==> config.mk <==
export PLATFORM = sky130hd
export DESIGN_NAME = mem_access_arbiter
export DESIGN_NICKNAME = d
export VERILOG_FILES = /design/src/rtl/mem_arb_pkg.sv /design/src/rtl/mem_addr_decoder.sv /design/src/rtl/mem_target_arbiter.sv /design/src/rtl/mem_dma_age_tracker.sv /design/src/rtl/mem_access_arbiter.sv
export SDC_FILE = /design/constraint.sdc
export NUM_CORES = 1
export LEC_CHECK = 0
export CELL_PAD_IN_SITES_DETAIL_PLACEMENT = 0
export CELL_PAD_IN_SITES_GLOBAL_PLACEMENT = 1
export CORE_MARGIN = 2
export CORE_UTILIZATION = 27
export CTS_BUF_LIST = sky130_fd_sc_hd__clkbuf_8
export DETAILED_ROUTE_END_ITERATION = 8
export PLACE_DENSITY_LB_ADDON = 0.05
export SYNTH_ARGS = -nofsm -noshare
export SYNTH_HDL_FRONTEND = slang
export SYNTH_HIERARCHICAL = 1
export SYNTH_SLANG_ARGS = --single-unit
==> constraint.sdc <==
create_clock -name clk -period 5.3 [get_ports clk]
set_input_delay 1.06 -clock clk [delete_from_list [all_inputs] [get_ports clk]]
set_output_delay 1.06 -clock clk [all_outputs]
set_load 0.01 [all_outputs]
==> src/rtl/mem_arb_pkg.sv <==
package mem_arb_pkg;
   localparam int NUM_PORTS = 4;
   localparam int NUM_TGTS  = 3;
   localparam int TIDX_W    = 2;

   localparam int PORT_FETCH = 0;
   localparam int PORT_DATA  = 1;
   localparam int PORT_REGS  = 2;
   localparam int PORT_DMA   = 3;

   localparam logic [TIDX_W-1:0] TGT_SRAM  = 2'd0;
   localparam logic [TIDX_W-1:0] TGT_FLASH = 2'd1;
   localparam logic [TIDX_W-1:0] TGT_REGS  = 2'd2;
endpackage

==> src/rtl/mem_addr_decoder.sv <==
module mem_addr_decoder
   import mem_arb_pkg::*;
#(
   parameter int unsigned AW      = 16,
   parameter int unsigned SRAM_LO = 32'h0000,
   parameter int unsigned SRAM_HI = 32'h1FFF,
   parameter int unsigned REG_LO  = 32'h6000,
   parameter int unsigned REG_HI  = 32'h7FFF
) (
   input  logic [AW-1:0]       addr,
   output logic [TIDX_W-1:0]   tgt_idx,
   output logic [NUM_TGTS-1:0] tgt_hot
);
   localparam logic [AW-1:0] S_LO = AW'(SRAM_LO);
   localparam logic [AW-1:0] S_HI = AW'(SRAM_HI);
   localparam logic [AW-1:0] R_LO = AW'(REG_LO);
   localparam logic [AW-1:0] R_HI = AW'(REG_HI);

   // elaboration-time parameter checks
   if (SRAM_LO > SRAM_HI) begin : g_bad_sram
      $error("SRAM window is empty");
   end
   if (REG_LO > REG_HI) begin : g_bad_reg
      $error("register window is empty");
   end
   if (!((REG_HI < SRAM_LO) || (REG_LO > SRAM_HI))) begin : g_overlap
      $error("SRAM and register windows overlap");
   end
   if ((AW < 32) && ((SRAM_HI >> AW) != 0 || (REG_HI >> AW) != 0)) begin : g_range
      $error("window limit exceeds the address width");
   end

   logic in_sram, in_regs;

   always_comb begin
      in_sram = (addr >= S_LO) && (addr <= S_HI);
      in_regs = (addr >= R_LO) && (addr <= R_HI);
      if (in_sram)      tgt_idx = TGT_SRAM;
      else if (in_regs) tgt_idx = TGT_REGS;
      else              tgt_idx = TGT_FLASH;
      tgt_hot          = '0;
      tgt_hot[tgt_idx] = 1'b1;
   end
endmodule

==> src/rtl/mem_target_arbiter.sv <==
module mem_target_arbiter #(
   parameter int NP      = 4,
   parameter int DMA_IDX = 3
) (
   input  logic          clk,
   input  logic          rst_n,
   input  logic [NP-1:0] hit,
   input  logic          promote,
   output logic [NP-1:0] grant
);
   if (DMA_IDX >= NP || DMA_IDX < 0) begin : g_bad_dma
      $error("DMA index outside the port range");
   end

   logic found;

   always_comb begin
      grant = '0;
      found = 1'b0;
      if (promote && hit[DMA_IDX]) begin
         grant[DMA_IDX] = 1'b1;
         found          = 1'b1;
      end
      for (int i = 0; i < NP; i++) begin
         if (hit[i] && !found) begin
            grant[i] = 1'b1;
            found    = 1'b1;
         end
      end
   end

   AST_GRANT_ONEHOT: assert property (@(posedge clk) disable iff (!rst_n)
      $onehot0(grant));
   AST_GRANT_NEEDS_HIT: assert property (@(posedge clk) disable iff (!rst_n)
      (grant & ~hit) == '0);
   AST_NO_IDLE_TARGET: assert property (@(posedge clk) disable iff (!rst_n)
      (hit != '0) |-> (grant != '0));
   AST_SOLE_REQUEST: assert property (@(posedge clk) disable iff (!rst_n)
      ($countones(hit) == 1) |-> (grant == hit));
   AST_TOP_PRIORITY: assert property (@(posedge clk) disable iff (!rst_n)
      (hit[0] && !(promote && hit[DMA_IDX])) |-> grant[0]);
endmodule

==> src/rtl/mem_dma_age_tracker.sv <==
module mem_dma_age_tracker #(
   parameter int AGE_LIMIT = 4
) (
   input  logic clk,
   input  logic rst_n,
   input  logic dma_req,
   input  logic dma_ready,
   output logic promote
);
   if (AGE_LIMIT < 1) begin : g_bad_limit
      $error("age limit must be at least one");
   end

   localparam int CW = $clog2(AGE_LIMIT + 1);
   localparam logic [CW-1:0] LIM = CW'(AGE_LIMIT);

   logic [CW-1:0] wait_cnt;

   always_ff @(posedge clk) begin
      if (!rst_n) begin
         wait_cnt <= '0;
      end else if (dma_req && !dma_ready) begin
         if (wait_cnt != LIM) wait_cnt <= wait_cnt + 1'b1;
      end else begin
         wait_cnt <= '0;
      end
   end

   assign promote = (wait_cnt == LIM);

   AST_PROMOTED_WINS: assert property (@(posedge clk) disable iff (!rst_n)
      (promote && dma_req) |-> dma_ready);
   AST_AGE_CLEARS: assert property (@(posedge clk) disable iff (!rst_n)
      (dma_req && dma_ready) |=> !promote);
endmodule

==> src/rtl/mem_access_arbiter.sv <==
module mem_access_arbiter
   import mem_arb_pkg::*;
#(
   parameter int unsigned AW        = 16,
   parameter int unsigned DW        = 8,
   parameter int unsigned SRAM_LO   = 32'h0000,
   parameter int unsigned SRAM_HI   = 32'h1FFF,
   parameter int unsigned REG_LO    = 32'h6000,
   parameter int unsigned REG_HI    = 32'h7FFF,
   parameter int          AGE_LIMIT = 4
) (
   input  logic                      clk,
   input  logic                      rst_n,
   input  logic [NUM_PORTS-1:0]      port_req,
   input  logic [NUM_PORTS-1:0]      port_we,
   input  logic [NUM_PORTS*AW-1:0]   port_addr,
   input  logic [NUM_PORTS*DW-1:0]   port_wdata,
   output logic [NUM_PORTS-1:0]      port_ready,
   output logic [NUM_PORTS*DW-1:0]   port_rdata,
   output logic [NUM_TGTS-1:0]       tgt_en,
   output logic [NUM_TGTS-1:0]       tgt_we,
   output logic [NUM_TGTS*AW-1:0]    tgt_addr,
   output logic [NUM_TGTS*DW-1:0]    tgt_wdata,
   input  logic [NUM_TGTS*DW-1:0]    tgt_rdata
);
   localparam int NP = NUM_PORTS;
   localparam int NT = NUM_TGTS;

   if (AW < 1 || DW < 1) begin : g_bad_width
      $error("address and data widths must be positive");
   end

   logic [NP-1:0][TIDX_W-1:0] dec_idx;
   logic [NP-1:0][NT-1:0]     dec_hot;
   logic [NT-1:0][NP-1:0]     hit;
   logic [NT-1:0][NP-1:0]     grant;
   logic [NP-1:0][TIDX_W-1:0] rsel_q;
   logic                      promote;

   // per-port address decode
   for (genvar p = 0; p < NP; p++) begin : g_dec
      mem_addr_decoder #(
         .AW(AW), .SRAM_LO(SRAM_LO), .SRAM_HI(SRAM_HI),
         .REG_LO(REG_LO), .REG_HI(REG_HI)
      ) u_dec (
         .addr    (port_addr[p*AW +: AW]),
         .tgt_idx (dec_idx[p]),
         .tgt_hot (dec_hot[p])
      );
      for (genvar t = 0; t < NT; t++) begin : g_hit
         assign hit[t][p] = port_req[p] && dec_hot[p][t];
      end
   end

   // DMA starvation guard, or plain fixed priority
   if (AGE_LIMIT > 0) begin : g_age
      mem_dma_age_tracker #(.AGE_LIMIT(AGE_LIMIT)) u_age (
         .clk       (clk),
         .rst_n     (rst_n),
         .dma_req   (port_req[PORT_DMA]),
         .dma_ready (port_ready[PORT_DMA]),
         .promote   (promote)
      );
   end else begin : g_no_age
      assign promote = 1'b0;
   end

   // one arbiter and one request mux per target
   for (genvar t = 0; t < NT; t++) begin : g_tgt
      mem_target_arbiter #(.NP(NP), .DMA_IDX(PORT_DMA)) u_arb (
         .clk     (clk),
         .rst_n   (rst_n),
         .hit     (hit[t]),
         .promote (promote),
         .grant   (grant[t])
      );

      always_comb begin
         tgt_en[t]              = |grant[t];
         tgt_we[t]              = 1'b0;
         tgt_addr[t*AW +: AW]   = '0;
         tgt_wdata[t*DW +: DW]  = '0;
         for (int p = 0; p < NP; p++) begin
            if (grant[t][p]) begin
               tgt_we[t]             = port_we[p];
               tgt_addr[t*AW +: AW]  = port_addr[p*AW +: AW];
               tgt_wdata[t*DW +: DW] = port_wdata[p*DW +: DW];
            end
         end
      end
   end

   // ready and read return per port
   for (genvar p = 0; p < NP; p++) begin : g_port
      always_comb begin
         port_ready[p] = 1'b0;
         for (int t = 0; t < NT; t++) begin
            if (grant[t][p]) port_ready[p] = 1'b1;
         end
      end

      always_ff @(posedge clk) begin
         if (!rst_n) begin
            rsel_q[p] <= TGT_SRAM;
         end else if (port_ready[p] && !port_we[p]) begin
            rsel_q[p] <= dec_idx[p];
         end
      end

      always_comb begin
         port_rdata[p*DW +: DW] = '0;
         for (int t = 0; t < NT; t++) begin
            if (rsel_q[p] == TIDX_W'(t)) port_rdata[p*DW +: DW] = tgt_rdata[t*DW +: DW];
         end
      end

      AST_READY_NEEDS_REQ: assert property (@(posedge clk) disable iff (!rst_n)
         port_ready[p] |-> port_req[p]);
      AST_HOLD_STABLE: assert property (@(posedge clk) disable iff (!rst_n)
         (port_req[p] && !port_ready[p]) |=>
            (port_req[p] && $stable(port_we[p]) && $stable(port_addr[p*AW +: AW])
             && $stable(port_wdata[p*DW +: DW])));
   end

   AST_PARALLEL_GRANT: assert property (@(posedge clk) disable iff (!rst_n)
      (port_req[PORT_FETCH] && port_req[PORT_DATA] && (dec_idx[PORT_FETCH] != dec_idx[PORT_DATA]))
         |-> (port_ready[PORT_FETCH] && port_ready[PORT_DATA]));
endmodule

## Word-level counts from Yosys, hierarchy flattened

Index checks and enable logic that the tools add are counted.

| storage, ports and cells | value |
|---|---|
| register bits after elaboration | 11 |
| input port bits | 130 |
| output and inout port bits | 114 |
| logic and storage cells | 209 |

| cells by class | value |
|---|---|
| add/sub/neg operators | 1 |
| magnitude comparators | 24 |
| equal/unequal tests | 10 |
| multiplexer cells | 100 |
| reduce and logical (&&, ||, !) cells | 69 |

Operators by type and width:

| operator | number |
|---|---|
| $mux W16 | 12 |
| $mux W8 | 24 |
| $ge A16 B1 Y1 const B | 4 |
| $ge A16 B15 Y1 const B | 4 |
| $le A16 B13 Y1 const B | 4 |
| $le A16 B15 Y1 const B | 4 |
| $mux W1 | 52 |
| $logic_and A1 B1 Y1 | 44 |
| $logic_not A1 Y1 | 17 |
| $mux W2 | 8 |
| $lt A2 B3 Y1 const B | 4 |
| $reduce_or A4 Y1 | 3 |
| $demux W1 S2 | 4 |
| $eq A2 B1 Y1 const B | 4 |
| $eq A2 B2 Y1 const B | 4 |
| $ge A2 B1 Y1 const B | 4 |
| $logic_not A2 Y1 | 4 |
| $add A3 B1 Y3 const B | 1 |
| $eq A3 B3 Y1 const B | 1 |
| $ne A3 B3 Y1 const B | 1 |
| $reduce_and A2 Y1 | 1 |

## Depth between registers and ports, before layout

| depth | value |
|---|---|
| depth in word-level cells | 29 |
| gate-level depth with buffers | 10 |
| depth with buffers taken out | 8 |

## Hierarchy

Netlist, hierarchy kept.

By module, submodules not included:

| module | instances | cells an instance | area an instance (um2) | sequential area each (um2) |
|---|---|---|---|---|
| mem_access_arbiter | 1 | 575 | 3522.1 | 160.2 |
| mem_dma_age_tracker | 1 | 18 | 168.9 | 60.1 |
| mem_addr_decoder | 4 | 7 | 40.0 | 0.0 |
| mem_target_arbiter | 3 | 6 | 50.0 | 0.0 |

## Worst setup path after synthesis

Ideal clock, no wire load.

| path | value |
|---|---|
| path kind | in2out |
| start | input port_addr[62] |
| end | output tgt_addr[31] |
| data arrival time | 2.744 ns |
| data required time | 4.240 ns |
| path slack | 1.496 ns |
| stages | 7 |
| cell sequence | or2_1 > a21o_1 > and2_1 > a21boi_0 > nor2b_1 > a221oi_1 > o31ai_1 |

RTL lines:

| what | RTL line | RTL |
|---|---|---|
| start: declaration | mem_access_arbiter.sv:16 | `input logic [NUM_PORTS*AW-1:0] port_addr,` |
| end: declaration | mem_access_arbiter.sv:22 | `output logic [NUM_TGTS*AW-1:0] tgt_addr,` |

==> key figures <==
Status
  – Status: finished clean

Flow run
  – Number of max-cap violations: 0

Synth
  – Async SR Flop Fraction: 0%
  – Seq cells post-synth: 11
  – Seq/Total Area, Yosys: 5.50%
  – Most common library cells after synthesis: 114 x a21oi_1, 107 x nand2_1, 72 x o21ai_1
  – EDFF count, synth: 0
  – XOR/XNOR Fraction of Synth Area: 0%
  – Most common cell in the netlist: a21oi_1
  – Post-Syn Area: 4000 µm²
  – Top-area cell type share of the netlist area: 14.4%
  – Simple-gate share of the synthesized area: 21.8%
  – Syn Inst Count: 639
  – Yosys top cell by area: a22o_1
  – Top_reg_cell synth: dfxtp_1
  – Synth area leaders: a22o_1 14%, a21oi_1 14%, nand2_1 10%, mux2i_1 10%, o21ai_1 9.0%
  – Largest family of logic cells by synthesized area: compound AO/OA/AOI/OAI gates
  – Compound-Gate Fraction of Synth Area: 50.1%
  – Synthesized area per cell: 6.26 µm²
  – Synth warn: 6
  – Distinct cells, synth: 35
  – Post-synthesis adder-cell area fraction: 0.625%
  – Post-Syn Nets: 771
  – Mux cell area share after synthesis: 10.0%

Clocking
  – Worst skew pair latency: 230 ps
  – Cts bufs inserted: 3
  – Post-CTS sizing: 0
  – Clk slew on worst S/H paths: 50 ps
  – Total setup buffers inserted after CTS: 0
  – Hold_buf cts: 0
  – Htree depth: 1
  – CTS tree: built
  – CTS Sinks: 11
  – Clk buf depth: 2
  – Clk root buf: clkbuf_8

Place
  – GP Congestion: 0.875
  – Dpl cells: 1,011
  – IO Port Bufs: 243
  – HPWL Detailed: 15.0 mm
  – Area after DPL: 6500 µm²

Setup path
  – Worst path buffer plus inverter count: 3
  – Startpoint Class: input pin
  – Crit path cell chain: clkdlybuf4s50_1 > or2_1 > a21o_1 > and2_1 > a21oi_2 > and3b_2 > buf_4 > a21oi_1 > a22o_1 > clkdlybuf4s50_1
  – R2R Path End: g_age.u_age/wait_cnt[2]$_SDFFE_PN0P_
  – Worst R2R Path Depth: 8
  – R2r startpoint: g_age.u_age/wait_cnt[0]$_SDFFE_PN0P_
  – Slowest-stage cell, CP: clkdlybuf4s50_1
  – Worst Path Max Fanout: 19
  – CP peak stage delay: 550 ps
  – CP delay by family, top: buffers and inverters
  – Crit path DAT: 3980 ps
  – Crit path top cell by count: clkdlybuf4s50_1
  – Kind of end point of the critical path: primary output
  – CP Class: input pin to primary output
  – R2r setup slk: 2830 ps
  – Crit path required time: 4240 ps

STA
  – Fin crit period: 5040 ps
  – Hold Vio Cnt, Final: 0
  – Count of final setup violators: 0
  – Period utilization: 95.1%
  – Slew @ Worst Pin: 727 ps
  – Final setup skew: 0.724 ps
  – Slew Viols, Final: 0
  – Fmax: 198 MHz
  – Setup_tns: 0 ps
  – RSZ-0062 raised after global routing: false
  – Normalized max-slew margin: 51.4%

Floorplan
  – I/O pins: 244
  – Placement row count: 44
  – Core area: 14,500 µm²
  – Starting Density: 27.6%
  – Die ar.: 15,800 µm²
  – Width of the die: 126 µm
  – Die Span Y: 126 µm

Cells and area
  – Register Area: 220 µm²
  – Ratio of cells with drive above 1 in the final layout: 6.14%
  – Final instance area: 6550 µm²
  – Fill cells: 1,442
  – Post-layout nets: 964
  – Fin cells: 1,015
  – Area growth syn-to-layout: 63.7%
  – N_diodes: 0
  – Area of the multi-input gates: 3320 µm²

Routing
  – Wire per inst: 19.8 µm
  – WL final: 20.1 mm
  – Iteration-0 DRC Markers: 435
  – Drt first pass iters: 5
  – Vias post-DR: 5,782
  – Antenna Nets Post-Route: 0
  – Via/cell ratio: 5.70
  – Residual DRC: 0

Global route
  – GRT overflow: 0
  – Total GRT Usage: 23.8%
  – First-pass GRT wire length: 31.1 mm
  – Vias in the first global route: 5,649
  – Largest net degree at the start of global routing: 35
  – Initial antenna violation count: 0

Hold path
  – Hold path depth: 2
  – Hold Path End: g_age.u_age/wait_cnt[1]$_SDFFE_PN0P_
  – Hold Startpoint: g_age.u_age/wait_cnt[1]$_SDFFE_PN0P_
  – Worst Hold Class: flip-flop to flip-flop

Power and ir drop
  – Cell Pwr Density: 121 nW/µm²
  – Leakage power: 2.35 nW
  – Peak supply drop: 0.0616 mV
## registers in the layout, summed over array words and instances (netlist names)
name and cells:
g_age.u_age/wait_cnt 3, rsel_q 8
## power by group
part | switching, mW | leakage, nW | internal [mW]
Clock | 0.0309 | 0.0269 | 0.0508
Sequential | 0.0110 | 0.0894 | 0.0864
Combinational | 0.276 | 2.23 | 0.339
## worst max path at each step
stage                  startpoint           end  slack [ps]  depth (start not counted)
finish              port_addr[61]  tgt_addr[29]         260                         10
global route        port_addr[62]  tgt_addr[17]         100                         11
CTS                 port_addr[62]  tgt_addr[29]         290                         10
detailed placement  port_addr[62]  tgt_addr[29]         300                         10
global placement    port_addr[61]     tgt_we[0]         330                         11
floorplan           port_addr[62]  tgt_addr[31]        1500                          7
## cell type report
cell class / count / area share [%]
Multi-Input combinational cell: 527 / 50.6
Timing Repair Buffer: 265 / 40.4
Tap cell: 184 / 3.51
Sequential cell: 11 / 3.36
Inverter: 24 / 1.38
Clock buffer: 3 / 0.630
Clock inverter: 1 / 0.0573
## kinds of logic after synthesis
group | Yosys count
AND/OR/NAND/NOR | 174
multiplexers | 40
adder cells (fa/ha/maj) | 2
flip-flops | 11
buffers and inverters | 101
AO/OA/AOI/OAI | 311
## placed cells by master, fill, tap and decap left out, types with 16 or more instances in the layout
master           instances
buf_4                   18
nor2b_1                 16
o21ai_1                 72
inv_1                   25
a21oi_1                114
mux2i_1                 40
nand2_1                107
clkdlybuf4s50_1        243
a22o_1                  66
a221o_1                 20
## metal layers
| metal | up-vias | wire [µm] | global-route usage (%) |
|---|---|---|---|
| met1 | 2749 | 8460 | 30.6 |
| li1 | 2712 | - | - |
| met5 | - | 0 | 0 |
| met2 | 295 | 9610 | 41.3 |
| met3 | 26 | 1660 | 4.67 |
| met4 | 0 | 317 | 5.04 |
## through the flow
step / total power [mW] / utilization, % / hold WS [ps] / worst slack, ps
CTS: 0.795 / 45.2 / 495 / 291
floorplan: 0.361 / - / 460 / 1500
global route: 0.845 / 45.2 / 521 / 101
finish: 0.794 / 45.2 / 491 / 262
global placement: 0.707 / 44.9 / 466 / 335
detailed placement: 0.709 / 44.9 / 488 / 296
## worst reg2reg max path: stages (launching register included)
cell and delay (ps):
dfxtp_1 370, inv_1 60, ha_1 250, and2_2 310, o21a_2 400, buf_12 240, or3_4 360, nand3b_1 220
nor3_2 200
Power figures use the tool's default switching activity.
